<file path="src/rtl/vlm_pkg.sv">
package vlm_pkg;

    localparam int TOK_W    = 10;
    localparam int CODE_W   = 8;
    localparam int MARK_BIT = TOK_W - 1;

    localparam logic [CODE_W-1:0] END_NORMAL = 8'h00;
    localparam logic [CODE_W-1:0] END_ERROR  = 8'h01;

    typedef logic [TOK_W-1:0] token_t;

    typedef enum logic [2:0] {
        ST_IDLE,
        ST_LOOKUP,
        ST_REQUEST,
        ST_STREAM,
        ST_RELEASE,
        ST_DISCARD
    } lm_state_e;

    function automatic token_t make_marker(input logic [CODE_W-1:0] code);
        return {1'b1, {(TOK_W-1-CODE_W){1'b0}}, code};
    endfunction

endpackage

</file>
<file path="src/rtl/remap_table.sv">
module remap_table #(
    parameter int FILE_W = 4,
    parameter int PORT_W = 3
) (
    input  logic              clk,
    input  logic              rst,
    input  logic              wr_en,
    input  logic [FILE_W-1:0] wr_idx,
    input  logic              wr_ok,
    input  logic [PORT_W-1:0] wr_port,
    input  logic [FILE_W-1:0] rd_idx,
    output logic              rd_ok,
    output logic [PORT_W-1:0] rd_port
);
    localparam int DEPTH = 1 << FILE_W;

    logic [DEPTH-1:0]  ok_vec;
    logic [PORT_W-1:0] port_arr [DEPTH];

    for (genvar g = 0; g < DEPTH; g++) begin : g_entry
        logic              ok_r;
        logic [PORT_W-1:0] port_r;
        always_ff @(posedge clk) begin
            if (rst) begin
                ok_r   <= 1'b0;
                port_r <= '0;
            end else if (wr_en && wr_idx == FILE_W'(g)) begin
                ok_r   <= wr_ok;
                port_r <= wr_port;
            end
        end
        assign ok_vec[g]   = ok_r;
        assign port_arr[g] = port_r;
    end

    assign rd_ok   = ok_vec[rd_idx];
    assign rd_port = port_arr[rd_idx];

endmodule

</file>
<file path="src/rtl/link_fsm.sv">
module link_fsm
    import vlm_pkg::*;
#(
    parameter int FILE_W = 4,
    parameter int PORT_W = 3
) (
    input  logic              clk,
    input  logic              rst,
    input  logic              hdr_seen,
    input  logic [FILE_W-1:0] hdr_file,
    input  logic              in_end,
    input  logic              out_done,
    input  logic              abort,
    input  logic              ent_ok,
    input  logic [PORT_W-1:0] ent_port,
    input  logic              grant,
    output lm_state_e         state,
    output logic              aborted,
    output logic [FILE_W-1:0] look_idx,
    output logic              arb_req,
    output logic [PORT_W-1:0] arb_dest,
    output logic              arb_release,
    output logic              err_miss
);
    lm_state_e         state_q;
    logic              ab_q;
    logic [FILE_W-1:0] file_q;
    logic [PORT_W-1:0] dest_q;

    always_ff @(posedge clk) begin
        if (rst) begin
            state_q <= ST_IDLE;
            ab_q    <= 1'b0;
            file_q  <= '0;
            dest_q  <= '0;
        end else begin
            unique case (state_q)
                ST_IDLE: if (hdr_seen) begin
                    file_q  <= hdr_file;
                    state_q <= ST_LOOKUP;
                end
                ST_LOOKUP: begin
                    dest_q  <= ent_port;
                    ab_q    <= 1'b0;
                    state_q <= ent_ok ? ST_REQUEST : ST_DISCARD;
                end
                ST_REQUEST: if (grant) begin
                    ab_q    <= abort;
                    state_q <= abort ? ST_RELEASE : ST_STREAM;
                end else if (abort) begin
                    state_q <= ST_DISCARD;
                end
                ST_STREAM: if (in_end) begin
                    ab_q    <= 1'b0;
                    state_q <= ST_RELEASE;
                end else if (abort) begin
                    ab_q    <= 1'b1;
                    state_q <= ST_RELEASE;
                end
                ST_RELEASE: if (!ab_q || out_done) begin
                    state_q <= ab_q ? ST_DISCARD : ST_IDLE;
                end
                ST_DISCARD: if (in_end) state_q <= ST_IDLE;
                default: state_q <= ST_IDLE;
            endcase
        end
    end

    assign state       = state_q;
    assign aborted     = ab_q;
    assign look_idx    = file_q;
    assign arb_req     = (state_q == ST_REQUEST);
    assign arb_dest    = dest_q;
    assign arb_release = (state_q == ST_RELEASE) && (!ab_q || out_done);
    assign err_miss    = (state_q == ST_LOOKUP) && !ent_ok;

    // a pending request keeps its destination until granted or aborted
    assert_req_hold_R4: assert property (@(posedge clk) disable iff (rst)
        arb_req && !grant && !abort |=> arb_req && $stable(arb_dest));

    // an unmapped header never leads to a request
    assert_miss_no_req_R7: assert property (@(posedge clk) disable iff (rst)
        err_miss |=> !arb_req);

    // the release is a single-cycle pulse
    assert_release_pulse_R6: assert property (@(posedge clk) disable iff (rst)
        arb_release |=> !arb_release);

endmodule

</file>
<file path="src/rtl/tok_path.sv">
module tok_path
    import vlm_pkg::*;
(
    input  logic      clk,
    input  logic      rst,
    input  lm_state_e state,
    input  logic      aborted,
    input  logic      in_valid,
    input  token_t    in_tok,
    input  logic      out_ready,
    output logic      in_ready,
    output logic      out_valid,
    output token_t    out_tok,
    output logic      in_end,
    output logic      out_done
);
    always_comb begin
        in_ready  = 1'b0;
        out_valid = 1'b0;
        out_tok   = in_tok;
        unique case (state)
            ST_IDLE:    in_ready = in_valid && in_tok[MARK_BIT];
            ST_STREAM: begin
                out_valid = in_valid;
                in_ready  = out_ready;
            end
            ST_RELEASE: if (aborted) begin
                out_valid = 1'b1;
                out_tok   = make_marker(END_ERROR);
            end
            ST_DISCARD: in_ready = 1'b1;
            default: ;
        endcase
    end

    assign in_end   = in_valid && in_ready && in_tok[MARK_BIT];
    assign out_done = out_valid && out_ready;

    // an input token is only taken when the output side can pass it on
    assert_pass_through_R5: assert property (@(posedge clk) disable iff (rst)
        in_valid && in_ready && out_valid |-> out_ready);

endmodule

</file>
<file path="src/rtl/file_link_master.sv">
module file_link_master
    import vlm_pkg::*;
#(
    parameter int FILE_W = 4,
    parameter int PORT_W = 3
) (
    input  logic              clk,
    input  logic              rst,
    input  logic              in_valid,
    output logic              in_ready,
    input  logic [TOK_W-1:0]  in_token,
    input  logic              cfg_we,
    input  logic [FILE_W-1:0] cfg_file,
    input  logic              cfg_ok,
    input  logic [PORT_W-1:0] cfg_port,
    input  logic              sup_abort,
    output logic              arb_req,
    output logic [PORT_W-1:0] arb_dest,
    input  logic              arb_grant,
    output logic              arb_release,
    output logic              out_valid,
    input  logic              out_ready,
    output logic [TOK_W-1:0]  out_token,
    output logic              err_miss
);
    lm_state_e         state;
    logic              aborted;
    logic [FILE_W-1:0] look_idx;
    logic              ent_ok;
    logic [PORT_W-1:0] ent_port;
    logic              in_end;
    logic              out_done;
    logic              hdr_seen;

    assign hdr_seen = in_valid && !in_token[MARK_BIT];

    remap_table #(.FILE_W(FILE_W), .PORT_W(PORT_W)) u_table (
        .clk     (clk),
        .rst     (rst),
        .wr_en   (cfg_we),
        .wr_idx  (cfg_file),
        .wr_ok   (cfg_ok),
        .wr_port (cfg_port),
        .rd_idx  (look_idx),
        .rd_ok   (ent_ok),
        .rd_port (ent_port)
    );

    link_fsm #(.FILE_W(FILE_W), .PORT_W(PORT_W)) u_fsm (
        .clk         (clk),
        .rst         (rst),
        .hdr_seen    (hdr_seen),
        .hdr_file    (in_token[FILE_W-1:0]),
        .in_end      (in_end),
        .out_done    (out_done),
        .abort       (sup_abort),
        .ent_ok      (ent_ok),
        .ent_port    (ent_port),
        .grant       (arb_grant),
        .state       (state),
        .aborted     (aborted),
        .look_idx    (look_idx),
        .arb_req     (arb_req),
        .arb_dest    (arb_dest),
        .arb_release (arb_release),
        .err_miss    (err_miss)
    );

    tok_path u_path (
        .clk       (clk),
        .rst       (rst),
        .state     (state),
        .aborted   (aborted),
        .in_valid  (in_valid),
        .in_tok    (in_token),
        .out_ready (out_ready),
        .in_ready  (in_ready),
        .out_valid (out_valid),
        .out_tok   (out_token),
        .in_end    (in_end),
        .out_done  (out_done)
    );

    // connection tracker seen from the arbiter ports
    logic conn_q;
    always_ff @(posedge clk) begin
        if (rst)                        conn_q <= 1'b0;
        else if (arb_release)           conn_q <= 1'b0;
        else if (arb_req && arb_grant)  conn_q <= 1'b1;
    end

    // nothing is sent without a granted connection
    assert_out_needs_grant_R4: assert property (@(posedge clk) disable iff (rst)
        out_valid |-> conn_q);

    // the destination is frozen while a connection is held
    assert_dest_frozen_R8: assert property (@(posedge clk) disable iff (rst)
        conn_q |-> $stable(arb_dest));

    // a stalled token stays unchanged unless the packet is aborted
    assert_out_hold_R5: assert property (@(posedge clk) disable iff (rst)
        out_valid && !out_ready && !sup_abort |=> out_valid && $stable(out_token));

endmodule

</file>
<file path="config.mk">
export PLATFORM = sky130hd
export DESIGN_NAME = file_link_master
export DESIGN_NICKNAME = d
export VERILOG_FILES = /design/src/rtl/vlm_pkg.sv /design/src/rtl/remap_table.sv /design/src/rtl/link_fsm.sv /design/src/rtl/tok_path.sv /design/src/rtl/file_link_master.sv
export SDC_FILE = /design/constraint.sdc
export NUM_CORES = 1
export LEC_CHECK = 0
export CORE_UTILIZATION = 45
export DETAILED_ROUTE_END_ITERATION = 8
export DONT_BUFFER_PORTS = 1
export PLACE_DENSITY = 0.67
export SYNTH_ARGS = -nofsm -noshare
export SYNTH_HDL_FRONTEND = slang
export SYNTH_SLANG_ARGS = --single-unit
</file>
<file path="constraint.sdc">
create_clock -name clk -period 2.2 [get_ports clk]
set_clock_uncertainty 0.15 [all_clocks]
set_input_delay 0.66 -clock clk [delete_from_list [all_inputs] [get_ports clk]]
set_output_delay 0.66 -clock clk [all_outputs]
set_load 0.02 [all_outputs]
</file>
-- Word level (Yosys, flattened, before mapping)
Index checks and enable logic that the tools add are counted.
- order comparisons: 2
- eq/ne operators: 26
- muxes and demuxes: 25
- bitwise gates (word level): 1
- reduce and logical (&&, ||, !) cells: 33
- operators by type and width (cell ; number):
    two-way mux 3 bit ; 12
    == test 4 bit (second input constant) ; 8
    logical AND 1 bit ; 23
    two-way mux 10 bit ; 2
    one-hot mux 3 bit (6 select lines) ; 1
    == test 4 x 3 -> 1 bit (second input constant) ; 4
    binary-select mux 3 bit (select 4 bit) ; 1
    == test 4 x 2 -> 1 bit (second input constant) ; 2
    == test 3 x 2 -> 1 bit (second input constant) ; 2
    == test 3 bit (second input constant) ; 2
    one-hot mux 1 bit (3 select lines) ; 2
    greater-or-equal comparator 5 bit (second input constant) ; 1
    < comparator 4 x 5 -> 1 bit (second input constant) ; 1
    two-way mux 1 bit ; 5
    NOT 4 -> 5 bit ; 1
    AND reduction 5 bit ; 1
    binary-select mux 1 bit (select 4 bit) ; 1
    == test 4 x 1 -> 1 bit (second input constant) ; 1
    logical NOT 4 bit ; 1
    != test 2 x 1 -> 1 bit (second input constant) ; 2
    != test 2 bit (second input constant) ; 2
    == test 3 x 1 -> 1 bit (second input constant) ; 1
    logical NOT 1 bit ; 3
    logical NOT 3 bit ; 1
    7 further kinds ; 7
- register bits after elaboration: 75
- bits of input ports: 25
- output and inout port bits: 18

-- Longest topological paths before layout
Gate-level depths: netlist of the first run.
- depth after elaboration: 6
- mapped depth: 7
- depth with buffers taken out: 5

-- Hierarchy
Synthesis of the first run repeated with hierarchy kept, for this count alone.
- cell total of the unflattened synthesis: 440
- area total of the unflattened synthesis: 3842.4 µm²
- by module, submodules not included (module ; instances ; cells each ; area each (µm²) ; seq. area each (µm²)):
    remap_table ; 1 ; 349 ; 3069.2 ; 1281.2
    link_fsm ; 1 ; 68 ; 610.6 ; 220.2
    tok_path ; 1 ; 22 ; 148.9 ; 0.0
    file_link_master ; 1 ; 1 ; 13.8 ; 0.0

-- Worst setup path after synthesis of the first run
Ideal clock, no wire load.
- kind: register to output
- from: reg u_fsm.file_q[2] (netlist: u_fsm.look_idx[2])
- to: out err_miss
- data arrival time: 1339 ps
- required time: 1390 ps
- path slack: 51 ps
- cell stages (with the launch flop): 5
- buffers on the path: 0
- cell sequence: dfxtp_1 mux4_2 o22ai_2 o21ai_1 inv_1
- longest elaborated chain between the ends: 4
- ends and longest elaborated chain (element ; RTL line ; source):
    start: declaration ; link_fsm.sv:27 ; logic [FILE_W-1:0] file_q;
    start signal: assignment ; link_fsm.sv:39 ; file_q <= hdr_file;
    binary-select mux 1 bit (select 4 bit) ; remap_table.sv:36 ; assign rd_ok = ok_vec[rd_idx];
    two-way mux 1 bit (implied by the code) ; remap_table.sv:36 ;
    logical NOT 1 bit ; link_fsm.sv:75 ; assign err_miss = (state_q == ST_LOOKUP) && !ent_ok;
    logical AND 1 bit ; link_fsm.sv:75 ;
    end: declaration ; file_link_master.sv:24 ; output logic err_miss
No other way between the ends. The select of a mux whose other input is x is not followed.

-- Worst setup path in the final report of the first run
Same ends and word-level chain as after synthesis.

==> results of run 1 <==
what timing repair did:
| item | 4_1_cts | 5_1_grt |
|---|---|---|
| gates cloned | 1 | 0 |
| pin swaps | 3 | 4 |
| hold buffers | 0 | 0 |
| setup buffers | 3 | 4 |
| resized for setup | 14 | 5 |
| setup endpoints to repair | 13 | 14 |
routing by layer:
metal | routed length (microns) | vias to the layer above
met2 | 3970 | 81
met3 | 518 | 13
met5 | 0 | -
li1 | - | 1373
met4 | 151 | 0
met1 | 3800 | 1366
final cells by class:
class                           count  area, sq um  area share (%)
Tap cell                          102          128            3.07
Clock inverter                      3         40.0           0.964
Clock buffer                       11          141            3.41
Timing Repair Buffer               40          305            7.35
Multi-Input combinational cell    275         2010            48.5
Sequential cell                    75         1510            36.4
Inverter                            4         15.0           0.362
state kept, by name, indices dropped and copies added (netlist names):
signal and flops:
u_fsm.aborted 1, u_fsm.arb_dest 3, u_fsm.look_idx 4, u_fsm.state 3
u_table.g_entry.ok_r 16, u_table.g_entry.port_r 48
worst max-delay path, cell delays in order (launching register included):
cell and delay, ns:
dfxtp_2 0.35, mux4_2 0.52, o22ai_4 0.18, o21ai_2 0.10, inv_2 0.11
power by group:
part	total, uW	internal (uW)	switching [uW]
combinational	548	261	287
sequential	1450	1400	47.5
clock	1020	539	479
worst max path at each step:
stage                           to                           start
after floorplan           err_miss  u_fsm.look_idx[2]$_SDFFE_PP0P_
after global placement    err_miss  u_fsm.look_idx[2]$_SDFFE_PP0P_
after detailed placement  err_miss  u_fsm.look_idx[2]$_SDFFE_PP0P_
after CTS                 err_miss  u_fsm.look_idx[2]$_SDFFE_PP0P_
after global routing      err_miss  u_fsm.look_idx[2]$_SDFFE_PP0P_
final                     err_miss  u_fsm.look_idx[2]$_SDFFE_PP0P_
cells in the final DEF, fill, tap and decap left out, drive strengths merged:
| cell | Yosys | final |
|---|---|---|
| buf | 11 | 39 |
| mux4 | 14 | 14 |
| nand3b | 4 | 4 |
| nand2b | 10 | 10 |
| nor3 | 2 | 2 |
| o2111ai | 1 | 1 |
| or2 | 2 | 2 |
| o22ai | 2 | 2 |
| inv | 4 | 4 |
| o211ai | 3 | 3 |
| bufinv | 0 | 1 |
| nor2 | 83 | 83 |
| o21ai | 6 | 6 |
| a211oi | 1 | 1 |
| a21boi | 1 | 1 |
| o21a | 2 | 2 |
| and3 | 3 | 4 |
| a31o | 1 | 1 |
| nand3 | 15 | 15 |
| nand2 | 18 | 18 |
| a31oi | 2 | 2 |
| a41oi | 1 | 1 |
| dfxtp | 75 | 75 |
| a22oi | 3 | 3 |
| nor3b | 3 | 3 |
| or3 | 2 | 2 |
| mux2i | 67 | 67 |
| nor2b | 13 | 13 |
| and2 | 1 | 1 |
| a21oi | 11 | 11 |
| a32oi | 2 | 2 |
| a32o | 1 | 1 |
| clkbuf | 18 | 12 |
| clkinv | 0 | 2 |
through the flow:
step | total power, uW | TNS (ns) | worst slack (ns) | util (%)
2_1_floorplan | 1860 | 0 | 0.0514 | -
3_3_place_gp | 1950 | 0 | 0.0485 | 49.6
3_5_place_dp | 1950 | -0.0207 | -0.0207 | 49.6
4_1_cts | 3000 | -0.240 | -0.240 | 52.9
5_1_grt | 3150 | -0.370 | -0.325 | 53.4
6_report | 3010 | -0.230 | -0.230 | 53.4
cells by family after synthesis:
family          share of synthesized area [%]
compound gates                           7.11
flops                                    41.4
mux                                      27.2
simple gates                             19.9
buf+inv                                  4.45
==> impl_metrics.json, run 1 <==
{
  "rows": 32,
  "critical_path_class": "reg -> out",
  "min_period_over_period_pct": 110,
  "r2r_cells": 6,
  "io_pins": 43,
  "final_nets": 430,
  "crit_fanout": 2,
  "coreArea_sq_mm": 0.00777,
  "yosys-top-cells-count": "nor2_1, dfxtp_1, mux2i_1",
  "root_buffer": "clkbuf_8",
  "die_x_microns": 91.8,
  "ys.flop_type": "dfxtp_1",
  "fin_cells": 510,
  "min_to": "u_fsm.arb_dest[1]$_SDFFE_PP0P_",
  "r2r_setup_slack_ns": 0.21,
  "nFillCells": 703,
  "postSynthAreaPerCell_sq_um": 9.50,
  "synth.distinct_cells": 39,
  "hold_ws_ns": 0.224,
  "maxSlewViolCount": 0,
  "first_pass_iters": 4,
  "htreeDepth": 3,
  "vias": 2833,
  "busiest_layer": "met2",
  "synth_most_common_cell": "nor2_1",
  "grt_setup_unrepaired": "yes",
  "yosysSeqAreaShare_pct": 41.4,
  "dpl-instance-area_sq_mm": 0.00386,
  "met3_usage_pct": 6.55,
  "syn_inst": 382,
  "final_area_sq_mm": 0.00415,
  "start_kind": "flip-flop",
  "holdPathStages": 1,
  "clk_pin_slew_worst_paths_ns": 0.08,
  "wirelength_microns": 8440,
  "met1_usage_pct": 26.8,
  "tightest_slew_ns": 0.477,
  "drive_gt1_share_pct": 21.3,
  "die_y_microns": 91.8,
  "grt_pass1_wl_microns": 13900,
  "hold_violations": 0,
  "clk-insertion-delay-late_ns": 0.36,
  "hold_start": "rst",
  "violations": "setup timing",
  "wl_per_cell_microns": 16.6,
  "hold_class": "in -> reg",
  "yosys_warnings": 0,
  "setup_viol": 1,
  "ir_worst_vdd_v": 0.000393,
  "p_leak_uw": 0.00164,
  "drtIter0Drc": 150,
  "r2r-start": "u_fsm.look_idx[0]$_SDFFE_PP0P_",
  "syn_nets": 407,
  "fin_ws_ns": -0.230,
  "syn_to_final_growth_pct": 14.5,
  "power.density_mw_per_mm2": 726,
  "initial_utilization_pct": 46.7,
  "grt_start_max_net_pins": 78,
  "clock_path_buffers": 2,
  "place_inst": 488,
  "critPathRequiredTime_ns": 1.39,
  "synth_edf_count": 0,
  "antenna_cells": 0,
  "track_usage_pct": 21.5,
  "ant_nets": 0,
  "synth.area.top_cells": "dfxtp_1, mux2i_1, mux4_2",
  "grt_pass1_vias": 2838,
  "via_per_inst": 5.55,
  "maxCapViolCount": 0,
  "cts_tree": "yes",
  "port_buffers": 0,
  "cts_buffers": 9,
  "async_flop_share_pct": 0,
  "outcome": "finished with violations",
  "rr_endpoint": "u_fsm.arb_dest[2]$_SDFFE_PP0P_",
  "gp_congestion": 0.796,
  "synth_top_area_cell": "dfxtp_1",
  "arrival_ns": 1.62,
  "overflow": 0,
  "max_freq_mhz": 411,
  "synth_top_cell_area_share_pct": 41.4,
  "use_met2_pct": 36.2,
  "dp_hpwl_microns": 5850,
  "remaining_drc_errors": 0,
  "min_period_ns": 2.43,
  "ys_ff_latch": 75,
  "relSlewSlack_pct": 68.1,
  "grt_antenna_before_repair": 0,
  "die_area_sq_mm": 0.00842,
  "netlist_area_sq_mm": 0.00363,
  "endpoint_kind": "output port",
  "clock-sinks": 75
}
Power figures use the tool's default switching activity.
==> inputs of run 2 (changes only) <==
--- a/config.mk
+++ b/config.mk
@@ -9,6 +9,7 @@
 export DETAILED_ROUTE_END_ITERATION = 8
 export DONT_BUFFER_PORTS = 1
 export PLACE_DENSITY = 0.67
+export SETUP_SLACK_MARGIN = 0.3
 export SYNTH_ARGS = -nofsm -noshare
 export SYNTH_HDL_FRONTEND = slang
 export SYNTH_SLANG_ARGS = --single-unit
==> impl_metrics.json, run 2 (synthesis gave the netlist of run 1 again) <==
{
  "regMostFlops": "u_table.g_entry.port_r",
  "min_to": "u_fsm.aborted$_SDFFE_PP0P_",
  "gp_congestion": 0.832,
  "vias": 2829,
  "hold_ws_ns": 0.213,
  "crit_family": "multiplexers",
  "nFillCells": 697,
  "clk-insertion-delay-late_ns": 0.36,
  "overflow": 0,
  "die_x_microns": 91.8,
  "r2r_setup_slack_ns": 0.29,
  "arrival_ns": 1.64,
  "maxCapViolCount": 0,
  "grt_antenna_before_repair": 0,
  "ant_nets": 0,
  "dp_hpwl_microns": 5700,
  "cts_buffers": 9,
  "outcome": "finished with violations",
  "clock-sinks": 75,
  "cts_tree": "yes",
  "maxSlewViolCount": 0,
  "multi_input_area_sq_mm": 0.00215,
  "syn_to_final_growth_pct": 18.7,
  "antenna_cells": 0,
  "via_per_inst": 5.58,
  "p_leak_uw": 0.00170,
  "r2r_cells": 8,
  "final_nets": 426,
  "holdPathStages": 1,
  "critical_path_class": "reg -> out",
  "initial_utilization_pct": 46.7,
  "power.density_mw_per_mm2": 710,
  "relSlewSlack_pct": 66.8,
  "start_kind": "flip-flop",
  "critPathMaxStageDelay_ns": 0.53,
  "htreeDepth": 3,
  "clock_path_buffers": 2,
  "path_buf_inv": 1,
  "clk_pin_slew_worst_paths_ns": 0.08,
  "critPathRequiredTime_ns": 1.39,
  "fin_tns_setup_ns": -0.254,
  "largest_register_ffs": 48,
  "grt_start_max_net_pins": 78,
  "path_cells": "mux4_2, o22ai_4, o21ai_2, inv_2",
  "ir_worst_vdd_v": 0.000452,
  "min_period_ns": 2.45,
  "drive_gt1_share_pct": 25.4,
  "layout_common_cells": "nor2_1, dfxtp_1, mux2i_1, buf_4, nand2_1",
  "remaining_drc_errors": 0,
  "root_buffer": "clkbuf_8",
  "track_usage_pct": 22.0,
  "grt_pass1_vias": 2779,
  "first_pass_iters": 4,
  "violations": "setup timing",
  "drtIter0Drc": 147,
  "die_area_sq_mm": 0.00842,
  "endpoint_kind": "output port",
  "grt_setup_unrepaired": "yes",
  "crit_fanout": 2,
  "setup_viol": 1,
  "tightest_slew_ns": 0.496,
  "wirelength_microns": 8820,
  "rr_endpoint": "u_fsm.arb_dest[1]$_SDFFE_PP0P_",
  "coreArea_sq_mm": 0.00777,
  "port_buffers": 0,
  "wl_per_cell_microns": 17.4,
  "regArea_sq_mm": 0.00151,
  "hold_start": "rst",
  "hold_class": "in -> reg",
  "rows": 32,
  "final_common_cell": "nor2_1",
  "die_y_microns": 91.8,
  "min_period_over_period_pct": 112,
  "crit_slowest_cell": "mux4_2",
  "fin_ws_ns": -0.254,
  "grt_pass1_wl_microns": 14100,
  "r2r-start": "u_fsm.look_idx[0]$_SDFFE_PP0P_",
  "max_freq_mhz": 408,
  "io_pins": 43,
  "hold_violations": 0
}
==> run 2: cell count changes in the layout (fill, tap and decap cells not counted), moves of 3 or more <==
cell | before | now
buf_12 | 0 | 3
buf_4 | 37 | 26
nor2b_1 | 13 | 5
nor2b_4 | 0 | 8
a22oi_2 | 0 | 3
a22oi_1 | 3 | 0
buf_6 | 2 | 5
==> run 2: stage by stage <==
stage	utilization (%)	setup slack [ns]	power, uW	area [sq um]	instances
finish	55.4	-0.254	3060	4310	507
global route	55.4	-0.307	3180	4310	507
CTS	54.3	-0.258	3010	4210	503
detailed placement	48.7	0.0917	1940	3780	471
global placement	48.7	0.142	1940	3780	471
floorplan	-	0.144	1880	3690	382
==> run 2: what timing repair did <==
item | CTS | global route
pin swaps | 11 | 11
gates resized for setup | 30 | 12
setup buffers | 16 | 4
setup endpoints to repair | 16 | 19
hold buffers | 0 | 0
cloned | 1 | 0
==> run 2: per-layer routing <==
layer | global-route usage, % | wire length [microns] | vias to the layer above
met5 | 0 | 0 | -
li1 | - | - | 1369
met2 | 35.3 | 4270 | 87
met4 | 7.03 | 99 | 0
met1 | 27.8 | 3930 | 1364
met3 | 7.55 | 520 | 9
==> run 2: worst register-to-register path: stages (launching register included) <==
cell     delay [ns]
dfxtp_2        0.35
buf_12         0.12
buf_12         0.13
buf_12         0.12
mux4_2         0.52
nand3_1        0.11
nand3_1        0.11
mux2i_1        0.15
nor2_1         0.05
==> run 2: power breakdown <==
| group | switching (uW) | internal, uW | total, uW |
|---|---|---|---|
| Sequential | 49.9 | 1400 | 1450 |
| Clock | 512 | 427 | 939 |
| Combinational | 336 | 332 | 668 |
==> run 2: how the worst max path moves through the flow <==
| stage | start | endpoint | slack [ns] | cells past startpoint |
|---|---|---|---|---|
| 2_1_floorplan | u_fsm.look_idx[1]$_SDFFE_PP0P_ | err_miss | 0.14 | 5 |
| 3_3_place_gp | u_fsm.look_idx[1]$_SDFFE_PP0P_ | err_miss | 0.14 | 4 |
| 3_5_place_dp | u_fsm.look_idx[1]$_SDFFE_PP0P_ | err_miss | 0.09 | 4 |
| 4_1_cts | u_fsm.look_idx[2]$_SDFFE_PP0P_ | err_miss | -0.26 | 4 |
| 5_1_grt | u_fsm.look_idx[2]$_SDFFE_PP0P_ | err_miss | -0.31 | 4 |
| 6_report | u_fsm.look_idx[2]$_SDFFE_PP0P_ | err_miss | -0.25 | 4 |
==> run 2: layout make-up <==
type,instances,area share (%)
tap,102,2.96
inverter,4,0.349
clock buffer,10,3.20
multi-input combinational,275,49.9
timing repair buffer,36,7.70
sequential,75,35.2
clock inverter,5,0.697
==> inputs of run 3 (changes only) <==
--- a/config.mk
+++ b/config.mk
@@ -5,10 +5,12 @@
 export SDC_FILE = /design/constraint.sdc
 export NUM_CORES = 1
 export LEC_CHECK = 0
-export CORE_UTILIZATION = 45
+export CELL_PAD_IN_SITES_DETAIL_PLACEMENT = 0
+export CELL_PAD_IN_SITES_GLOBAL_PLACEMENT = 2
+export CORE_UTILIZATION = 39
 export DETAILED_ROUTE_END_ITERATION = 8
 export DONT_BUFFER_PORTS = 1
-export PLACE_DENSITY = 0.67
+export PLACE_DENSITY = 0.85
 export SETUP_SLACK_MARGIN = 0.3
 export SYNTH_ARGS = -nofsm -noshare
 export SYNTH_HDL_FRONTEND = slang
==> impl_metrics.json, run 3 (synthesis gave the netlist of run 1 again) <==
{
  "remaining_drc_errors": 7,
  "rows": 34,
  "clk-insertion-delay-late_ns": 0.36,
  "met1_usage_pct": 24.2,
  "start_kind": "flip-flop",
  "root_buffer": "clkbuf_8",
  "largest_register_ffs": 48,
  "hold_class": "in -> reg",
  "antenna_cells": 0,
  "power.density_mw_per_mm2": 752,
  "fin_cells": 526,
  "setup_viol": 1,
  "critPathRequiredTime_ns": 1.39,
  "gp_congestion": 0.729,
  "final_area_sq_mm": 0.00448,
  "clock-sinks": 75,
  "place_inst": 481,
  "initial_utilization_pct": 41.0,
  "use_met2_pct": 31.1,
  "wl_per_cell_microns": 17.2,
  "crit_fanout": 3,
  "htreeDepth": 3,
  "grt_setup_unrepaired": "yes",
  "track_usage_pct": 19.0,
  "endpoint_kind": "output port",
  "vias": 2861,
  "coreArea_sq_mm": 0.00885,
  "cts_tree": "yes",
  "arrival_ns": 1.65,
  "r2r_cells": 8,
  "met3_usage_pct": 3.76,
  "hold_violations": 0,
  "cts_buffers": 9,
  "drive_gt1_share_pct": 28.0,
  "fin_tns_setup_ns": -0.258,
  "critical_path_class": "reg -> out",
  "ir_worst_vdd_v": 0.000342,
  "final_nets": 438,
  "outcome": "finished with violations",
  "grt_pass1_vias": 2772,
  "grt_pass1_wl_microns": 14100,
  "io_pins": 43,
  "layout_common_cells": "nor2_1, dfxtp_1, mux2i_1, buf_4, nand2_1",
  "port_buffers": 0,
  "dpl-instance-area_sq_mm": 0.00382,
  "grt_antenna_before_repair": 0,
  "drtIter0Drc": 164,
  "grt_start_max_net_pins": 78,
  "nFillCells": 808,
  "hold_buffers": 0,
  "relSlewSlack_pct": 74.1,
  "violations": "DRC, setup timing",
  "die_y_microns": 98.4,
  "power_uw": 3370,
  "first_pass_iters": 8,
  "syn_to_final_growth_pct": 23.5,
  "maxSlewViolCount": 0,
  "holdPathStages": 1,
  "p_leak_uw": 0.00177,
  "tightest_slew_ns": 0.388,
  "min_period_ns": 2.46,
  "dp_hpwl_microns": 5720,
  "die_x_microns": 98.4,
  "via_per_inst": 5.44,
  "max_freq_mhz": 407,
  "fin_ws_ns": -0.258,
  "busiest_layer": "met2",
  "clock_path_buffers": 2,
  "clk_pin_slew_worst_paths_ns": 0.08,
  "regMostFlops": "u_table.g_entry.port_r",
  "final_common_cell": "nor2_1",
  "maxCapViolCount": 0,
  "ant_nets": 0,
  "wirelength_microns": 9050,
  "final_core_util_pct": 50.6,
  "min_period_over_period_pct": 112,
  "die_area_sq_mm": 0.00969,
  "overflow": 0
}
[run 3: metrics by stage]
stage,setup WS (ns),hold slack (ns)
floorplan,0.144,0.283
global placement,0.104,0.287
detailed placement,0.0745,0.293
CTS,-0.282,0.199
global route,-0.340,0.201
finish,-0.258,0.211
[run 3: cell type report]
cell class / count / area (sq um) / area share, %
clock buffers: 10 / 128 / 2.85
inverters: 4 / 15.0 / 0.335
repair buffers: 48 / 432 / 9.63
multi-input cells: 275 / 2160 / 48.3
flip-flops and latches: 75 / 1520 / 33.9
well taps: 108 / 135 / 3.02
clock inverters: 6 / 88.8 / 1.98
[run 3: repair_timing]
| item | CTS | global route |
|---|---|---|
| resized for setup | 35 | 14 |
| buffers inserted | 13 | 15 |
| endpoints found under the setup margin | 18 | 20 |
| pin swaps | 10 | 11 |
| cloned | 1 | 0 |
[run 3: worst max-delay path, cell delays in order, from the launching register on]
cell     delay [ns]
dfxtp_4        0.37
mux4_2         0.52
o22ai_4        0.20
o21ai_2        0.10
inv_2          0.11
[run 3: path summary, 6_finish.rpt]
path	end	from	slack (ns)
worst min-delay path	u_fsm.aborted$_SDFFE_PP0P_	rst	0.21
worst min register to register	u_table.g_entry[0].port_r[2]$_SDFFE_PP0P_	u_table.g_entry[0].port_r[2]$_SDFFE_PP0P_	0.30
worst max-delay path	err_miss	u_fsm.look_idx[2]$_SDFFE_PP0P_	-0.26
worst max register to register	u_fsm.state[0]$_SDFFE_PP0P_	u_fsm.state[0]$_SDFFE_PP0P_	0.31
[run 3: report_power, final]
part           leakage [uW]  switching (uW)  internal (uW)  total (uW)
registers          0.000610            51.9           1400        1450
clock network      0.000103             532            641        1170
logic               0.00106             348            396         744
total               0.00177             932           2440        3370
[run 3: per-layer routing]
metal | vias to the layer above | wire, microns
met5 | - | 0
met2 | 78 | 4280
met3 | 18 | 386
met4 | 0 | 204
met1 | 1374 | 4180
li1 | 1391 | -
